$ cat src/rtl/pce_pkg.sv
package pce_pkg;

  typedef enum logic [1:0] {
    ST_IDLE,
    ST_RUN,
    ST_TAIL,
    ST_DRAIN
  } encState_t;

  // Strobes from the control to the datapath
  typedef struct packed {
    logic clearSr;   // zero the history at burst start
    logic loadPoly;  // copy the table into the working taps
    logic step;      // encode stepBit this cycle
    logic stepBit;   // bit to encode (data or tail zero)
    logic abort;     // drop pending output bits
    logic tableWr;   // table write allowed this cycle
  } encCtl_t;

endpackage

$ cat src/rtl/pce_ctrl.sv
module pce_ctrl
  import pce_pkg::*;
#(
  parameter int K = 7
) (
  input  logic    clk,
  input  logic    rstN,
  input  logic    start,
  input  logic    flushEn,
  input  logic    clkEn,
  input  logic    ceClr,
  input  logic    inValid,
  input  logic    inBit,
  input  logic    inLast,
  input  logic    cfgWe,
  input  logic    serEmpty,
  output encCtl_t ctl,
  output logic    inReady,
  output logic    busy,
  output logic    done
);

  localparam int TW = $clog2(K);

  encState_t      state;
  logic [TW-1:0]  tailCnt;
  logic           flushReg;
  logic           doneQ;

  always_comb begin
    ctl         = '0;
    inReady     = 1'b0;
    ctl.tableWr = cfgWe && (state == ST_IDLE);
    if (ceClr) begin
      ctl.abort = 1'b1;
    end else begin
      unique case (state)
        ST_IDLE: begin
          if (start) begin
            ctl.clearSr  = 1'b1;
            ctl.loadPoly = 1'b1;
          end
        end
        ST_RUN: begin
          inReady = serEmpty && clkEn;
          if (inReady && inValid) begin
            ctl.step    = 1'b1;
            ctl.stepBit = inBit;
          end
        end
        ST_TAIL: begin
          if (serEmpty && clkEn) begin
            ctl.step    = 1'b1;
            ctl.stepBit = 1'b0;
          end
        end
        default: ;
      endcase
    end
  end

  always_ff @(posedge clk or negedge rstN) begin
    if (!rstN) begin
      state    <= ST_IDLE;
      tailCnt  <= '0;
      flushReg <= 1'b0;
      doneQ    <= 1'b0;
    end else begin
      doneQ <= 1'b0;
      if (ceClr) begin
        state <= ST_IDLE;
      end else begin
        unique case (state)
          ST_IDLE: begin
            if (start) begin
              state    <= ST_RUN;
              flushReg <= flushEn;
            end
          end
          ST_RUN: begin
            if (ctl.step && inLast) begin
              if (flushReg) begin
                state   <= ST_TAIL;
                tailCnt <= TW'(K - 1);
              end else begin
                state <= ST_DRAIN;
              end
            end
          end
          ST_TAIL: begin
            if (ctl.step) begin
              tailCnt <= tailCnt - 1'b1;
              if (tailCnt == TW'(1)) state <= ST_DRAIN;
            end
          end
          ST_DRAIN: begin
            if (serEmpty) begin
              state <= ST_IDLE;
              doneQ <= 1'b1;
            end
          end
          default: state <= ST_IDLE;
        endcase
      end
    end
  end

  assign busy = (state != ST_IDLE);
  assign done = doneQ;

  // end-of-burst pulse lasts one cycle
  a_r9_done_single: assert property (@(posedge clk) disable iff (!rstN)
    done |=> !done);

  // encoder already idle when the pulse is seen
  a_r9_done_idle: assert property (@(posedge clk) disable iff (!rstN)
    done |-> !busy);

  // clear input forces idle on the next edge
  a_r11_abort_idle: assert property (@(posedge clk) disable iff (!rstN)
    ceClr |=> !busy && !done);

endmodule

$ cat src/rtl/pce_datapath.sv
module pce_datapath
  import pce_pkg::*;
#(
  parameter int             K         = 7,
  parameter int             N         = 2,
  parameter int             PW        = 16,
  parameter int             SEL_W     = 1,
  parameter logic [N*PW-1:0] DEF_POLYS = {16'h005B, 16'h0079}
) (
  input  logic             clk,
  input  logic             rstN,
  input  logic             clkEn,
  input  encCtl_t          ctl,
  input  logic [SEL_W-1:0] cfgSel,
  input  logic [PW-1:0]    cfgData,
  output logic             serEmpty,
  output logic             outValid,
  output logic             outBit
);

  localparam int CW = $clog2(N + 1);

  logic [N-1:0][PW-1:0] polyTable;
  logic [N-1:0][K-1:0]  activePoly;
  logic [K-2:0]         histReg;
  logic [K-1:0]         window;
  logic [N-1:0]         coded;
  logic [N-1:0]         outWord;
  logic [CW-1:0]        outCnt;

  assign window = {ctl.stepBit, histReg};

  for (genvar j = 0; j < N; j++) begin : g_adder
    assign coded[j] = ^(activePoly[j] & window);
  end

  always_ff @(posedge clk or negedge rstN) begin
    if (!rstN) begin
      polyTable <= DEF_POLYS;
    end else if (ctl.tableWr) begin
      for (int j = 0; j < N; j++) begin
        if (cfgSel == SEL_W'(j)) polyTable[j] <= cfgData;
      end
    end
  end

  always_ff @(posedge clk or negedge rstN) begin
    if (!rstN) begin
      for (int j = 0; j < N; j++) activePoly[j] <= DEF_POLYS[j*PW +: K];
    end else if (ctl.loadPoly) begin
      for (int j = 0; j < N; j++) activePoly[j] <= polyTable[j][K-1:0];
    end
  end

  always_ff @(posedge clk or negedge rstN) begin
    if (!rstN) begin
      histReg <= '0;
    end else if (ctl.clearSr) begin
      histReg <= '0;
    end else if (ctl.step) begin
      histReg <= window[K-1:1];
    end
  end

  always_ff @(posedge clk or negedge rstN) begin
    if (!rstN) begin
      outWord <= '0;
      outCnt  <= '0;
    end else if (ctl.abort) begin
      outCnt <= '0;
    end else if (ctl.step) begin
      outWord <= coded;
      outCnt  <= CW'(N);
    end else if (outCnt != '0 && clkEn) begin
      outWord <= outWord >> 1;
      outCnt  <= outCnt - 1'b1;
    end
  end

  assign serEmpty = (outCnt == '0);
  assign outValid = !serEmpty && clkEn;
  assign outBit   = outWord[0];

  // a new bit is encoded only into an empty serialiser
  a_r3_step_empty: assert property (@(posedge clk) disable iff (!rstN)
    ctl.step |-> serEmpty);

  // never more than N bits pending
  a_r3_cnt_bound: assert property (@(posedge clk) disable iff (!rstN)
    outCnt <= CW'(N));

  // a low enable freezes the serialiser
  a_r10_freeze: assert property (@(posedge clk) disable iff (!rstN)
    (!clkEn && !ctl.abort && !serEmpty) |=> $stable(outCnt) && $stable(outWord));

endmodule

$ cat src/rtl/prog_conv_encoder.sv
module prog_conv_encoder
  import pce_pkg::*;
#(
  parameter int             K         = 7,
  parameter int             N         = 2,
  parameter int             PW        = 16,
  parameter logic [N*PW-1:0] DEF_POLYS = {16'h005B, 16'h0079},
  localparam int            SEL_W     = (N > 1) ? $clog2(N) : 1
) (
  input  logic             clk,
  input  logic             rstN,
  input  logic             cfgWe,
  input  logic [SEL_W-1:0] cfgSel,
  input  logic [PW-1:0]    cfgData,
  input  logic             start,
  input  logic             flushEn,
  input  logic             clkEn,
  input  logic             ceClr,
  input  logic             inValid,
  input  logic             inBit,
  input  logic             inLast,
  output logic             inReady,
  output logic             outValid,
  output logic             outBit,
  output logic             busy,
  output logic             done
);

  encCtl_t ctl;
  logic    serEmpty;

  pce_ctrl #(.K(K)) u_ctrl (
    .clk     (clk),
    .rstN    (rstN),
    .start   (start),
    .flushEn (flushEn),
    .clkEn   (clkEn),
    .ceClr   (ceClr),
    .inValid (inValid),
    .inBit   (inBit),
    .inLast  (inLast),
    .cfgWe   (cfgWe),
    .serEmpty(serEmpty),
    .ctl     (ctl),
    .inReady (inReady),
    .busy    (busy),
    .done    (done)
  );

  pce_datapath #(
    .K(K), .N(N), .PW(PW), .SEL_W(SEL_W), .DEF_POLYS(DEF_POLYS)
  ) u_dp (
    .clk     (clk),
    .rstN    (rstN),
    .clkEn   (clkEn),
    .ctl     (ctl),
    .cfgSel  (cfgSel),
    .cfgData (cfgData),
    .serEmpty(serEmpty),
    .outValid(outValid),
    .outBit  (outBit)
  );

  // the table cannot change in a cycle that follows a busy cycle
  a_r6_no_write_busy: assert property (@(posedge clk) disable iff (!rstN)
    busy |=> $stable(u_dp.polyTable));

endmodule

$ cat config.mk
export PLATFORM = sky130hd
export DESIGN_NAME = prog_conv_encoder
export DESIGN_NICKNAME = d
export VERILOG_FILES = /design/src/rtl/pce_pkg.sv /design/src/rtl/pce_ctrl.sv /design/src/rtl/pce_datapath.sv /design/src/rtl/prog_conv_encoder.sv
export SDC_FILE = /design/constraint.sdc
export NUM_CORES = 1
export LEC_CHECK = 0
export BUFFER_PORTS_ARGS = -buffer_cell sky130_fd_sc_hd__buf_2
export CAP_MARGIN = 20
export CORE_UTILIZATION = 27
export DETAILED_ROUTE_END_ITERATION = 8
export SLEW_MARGIN = 0
export SYNTH_ARGS = -nofsm -noshare
export SYNTH_HDL_FRONTEND = slang
export SYNTH_SLANG_ARGS = --single-unit
$ cat constraint.sdc
create_clock -name clk -period 2.4 [get_ports clk]
set_input_delay 0.12 -clock clk [delete_from_list [all_inputs] [get_ports clk]]
set_output_delay 0.12 -clock clk [all_outputs]
set_load 0.01 [all_outputs]
==> results.sh <==
export IMPL_max_slew_worst_pin_slew_ps=978
export IMPL_clk_latency_ps=300
export IMPL_crit_path_end_kind="register"
export IMPL_violations="hold timing"
export IMPL_period_share_pct=86.7
export IMPL_hpwl_um=2880
export IMPL_post_route_min_period_ps=2080
export IMPL_crit_type="register to register"
export IMPL_syn_area_um2=2170
export IMPL_grt_max_degree=46
export IMPL_place_gp_congestion=0.733
export IMPL_cts_reportedPaths_clkPinSlew_ps=90
export IMPL_critPathLaunchType="register"
export IMPL_cts_buffers=5
export IMPL_hold_violations=25
export IMPL_crit_path_max_incr_delay_ps=420
export IMPL_irDropWorstVdd_uv=404
export IMPL_synth_nets=248
export IMPL_critPathRequiredTime_ps=2560
export IMPL_cts_max_level=2
export IMPL_ys_flop_type="dfrtp_1"
export IMPL_crit_family="simple AND/OR/NAND/NOR gates"
export IMPL_drtIter0Drc=77
export IMPL_cp_max_fo=10
export IMPL_rows=32
export IMPL_antenna_found_initial=0
export IMPL_ys_ff_latch=45
export IMPL_crit_arrival_ps=2240
export IMPL_crit_chain="inv_1 -> ha_1 -> nand4b_1 -> nor3_1 -> xnor2_1 -> xnor2_1 -> mux2i_1"
export IMPL_cts_tree="done"
export IMPL_cts_resized=0
export IMPL_floorplan_initialDensity_pct=28.1
export IMPL_grt_pass1_vias=1536
export IMPL_die_h_um=91.6
export IMPL_synth_cells=213
export IMPL_path_buf_inv=1
export IMPL_slew_headroom_pct=34.8
export IMPL_syn_to_final_growth_pct=15.1
export IMPL_cts_sinks=45
export IMPL_fin_nets=275
export IMPL_setup_tns_ps=0
export IMPL_crit_top_cell="xnor2_1"
export IMPL_drive_gt1_share_pct=29.0
export IMPL_port_buffers=22
export IMPL_drt_total_wl_um=4040
export IMPL_wl_per_cell_um=11.8
export IMPL_cts_setup_buffers=0
export IMPL_nFillCells=811
export IMPL_finalSetupViolations=0
export IMPL_yosysSeqAreaShare_pct=53.1
export IMPL_yosys_warnings=0
export IMPL_viasPerCell=4.41
export IMPL_async_flop_share_pct=100
export IMPL_outcome="finished, violations left"
export IMPL_synth_edf_count=0
export IMPL_hold_slack_ps=-42.6
export IMPL_ant_nets=0
export IMPL_slew_violations=0
export IMPL_cts_root_buf="clkbuf_8"
export IMPL_maxCapViolCount=0
export IMPL_drcViolationCount=0
export IMPL_rsz0062_at_grt="false"
export IMPL_grt_pass1_wl_um=7250
export IMPL_critPathSlowestCell="dfrtp_1"
export IMPL_netlist_cell_type_count=32
export IMPL_hold_path_class="primary input to async pin"
export IMPL_cts_buffer_depth=2
export IMPL_timing_fmax_ghz=0.481
export IMPL_worst_slack_ps=320
export IMPL_p_leak_uw=0.00108
export IMPL_totalPowerFinal_uw=2680
export IMPL_dr_total_vias=1512
export IMPL_place_worst_setup_slack_ps=364
export IMPL_first_pass_iters=4
export IMPL_hold_buffers=0
export IMPL_synth_area_per_cell_um2=10.2
export IMPL_power_density_nw_per_um2=1070
export IMPL_io_pins=32
export IMPL_grt_overflow_total=0
export IMPL_num_antenna_cells=0
export IMPL_dieArea_um2=8390
export IMPL_core_area_um2=7730
export IMPL_fin_skew_ps=9.20
export IMPL_die_w_um=91.6
export IMPL_grt_usage_pct=10.9
## metal layers
metal | vias to the layer above | GRT usage [%] | routed length (um)
met3 | 7 | 2.82 | 155
met2 | 23 | 16.7 | 1740
li1 | 757 | - | -
met1 | 725 | 14.8 | 2080
met5 | - | 0 | 0
met4 | 0 | 4.37 | 62
## final cells by class
cell class	count	area [um2]	share of cell area (%)
clock inverters	2	12.5	0.502
inverters	12	45.0	1.81
flip-flops and latches	45	1150	46.1
multi-input cells	152	961	38.5
well taps	102	128	5.12
clock buffers	6	72.6	2.91
repair buffers	24	125	5.02
## cells in the mapped netlist (all sizes together), types with 3 or more instances
cell type	instances	area, um2
nand3b	4	30.0
a21oi	9	48.8
dfstp	20	526
nand2	59	221
dfrtp	25	626
inv	12	45.0
o21ai	14	70.1
clkbuf	3	11.3
xnor2	11	96.3
nor2	7	26.3
nand3	4	20.0
mux2i	4	40.0
ha	8	100
mux2	14	158
## path summary, 6_finish.rpt
path                              startpoint                  to  slack, ps  cells past startpoint
max                          u_ctrl.state[1]     u_dp.outWord[1]        320                      7
min                                     rstN   u_ctrl.tailCnt[1]        -40                      1
max reg2reg                  u_ctrl.state[1]     u_dp.outWord[1]        320                      7
min reg2reg                u_dp.polyTable[4]  u_dp.activePoly[4]        460                      2
max in group asynchronous               rstN  u_dp.activePoly[1]       1820                      1
min in group clk                     flushEn     u_ctrl.flushReg         10                      3
## flip-flops by register name, summed over array words and instances, names as in the netlist
signal and flops:
u_ctrl.tailCnt 3, u_dp.polyTable 14, u_ctrl.state 2, u_ctrl.done 1, u_dp.activePoly 14, u_dp.histReg 6, u_ctrl.flushReg 1, u_dp.outWord 2
u_dp.outCnt 2
## logic make-up (layout without fill, tap and decap cells)
kind of cell | count (synthesis) | after routing | synth area share [%]
fa+ha+maj | 8 | 8 | 4.62
compound gates | 29 | 29 | 7.85
flops | 45 | 45 | 53.1
xor+xnor | 13 | 13 | 5.25
buf+inv | 16 | 44 | 2.83
mux | 18 | 18 | 9.12
simple gates | 84 | 84 | 17.3
## power by group
| part | leakage [uW] | total [uW] | switching [uW] | internal, uW |
|---|---|---|---|---|
| Combinational | 0.000498 | 889 | 497 | 393 |
| Clock | 0.0000461 | 471 | 264 | 207 |
| Sequential | 0.000536 | 1320 | 154 | 1160 |
| Total | 0.00108 | 2680 | 915 | 1760 |
## cell usage in the layout, fill, tap and decap left out, types with 2 or more instances in the layout
cell type	n
ha_1	8
buf_4	2
dfstp_2	20
nand3_1	4
mux2i_1	4
nor3_1	2
a21oi_1	8
nor2_1	7
xnor2_1	11
mux2_2	14
nand3b_1	4
nand2_1	59
xor2_1	2
nand2b_1	2
o21ai_0	13
clkbuf_8	5
buf_2	22
dfrtp_1	25
inv_1	12
inv_4	2
## per-stage QoR
| step | std cells | hold WS [ps] | util (%) | area, um2 |
|---|---|---|---|---|
| 6_report | 343 | -42.6 | 32.3 | 2490 |
| 5_1_grt | 343 | 24.2 | 32.3 | 2490 |
| 4_1_cts | 343 | 10.9 | 32.3 | 2490 |
| 3_5_place_dp | 335 | 329 | 31.2 | 2410 |
| 3_3_place_gp | 335 | 327 | 31.2 | 2410 |
| 2_1_floorplan | 213 | -176 | - | 2170 |
(Power assumes the default switching activity.)
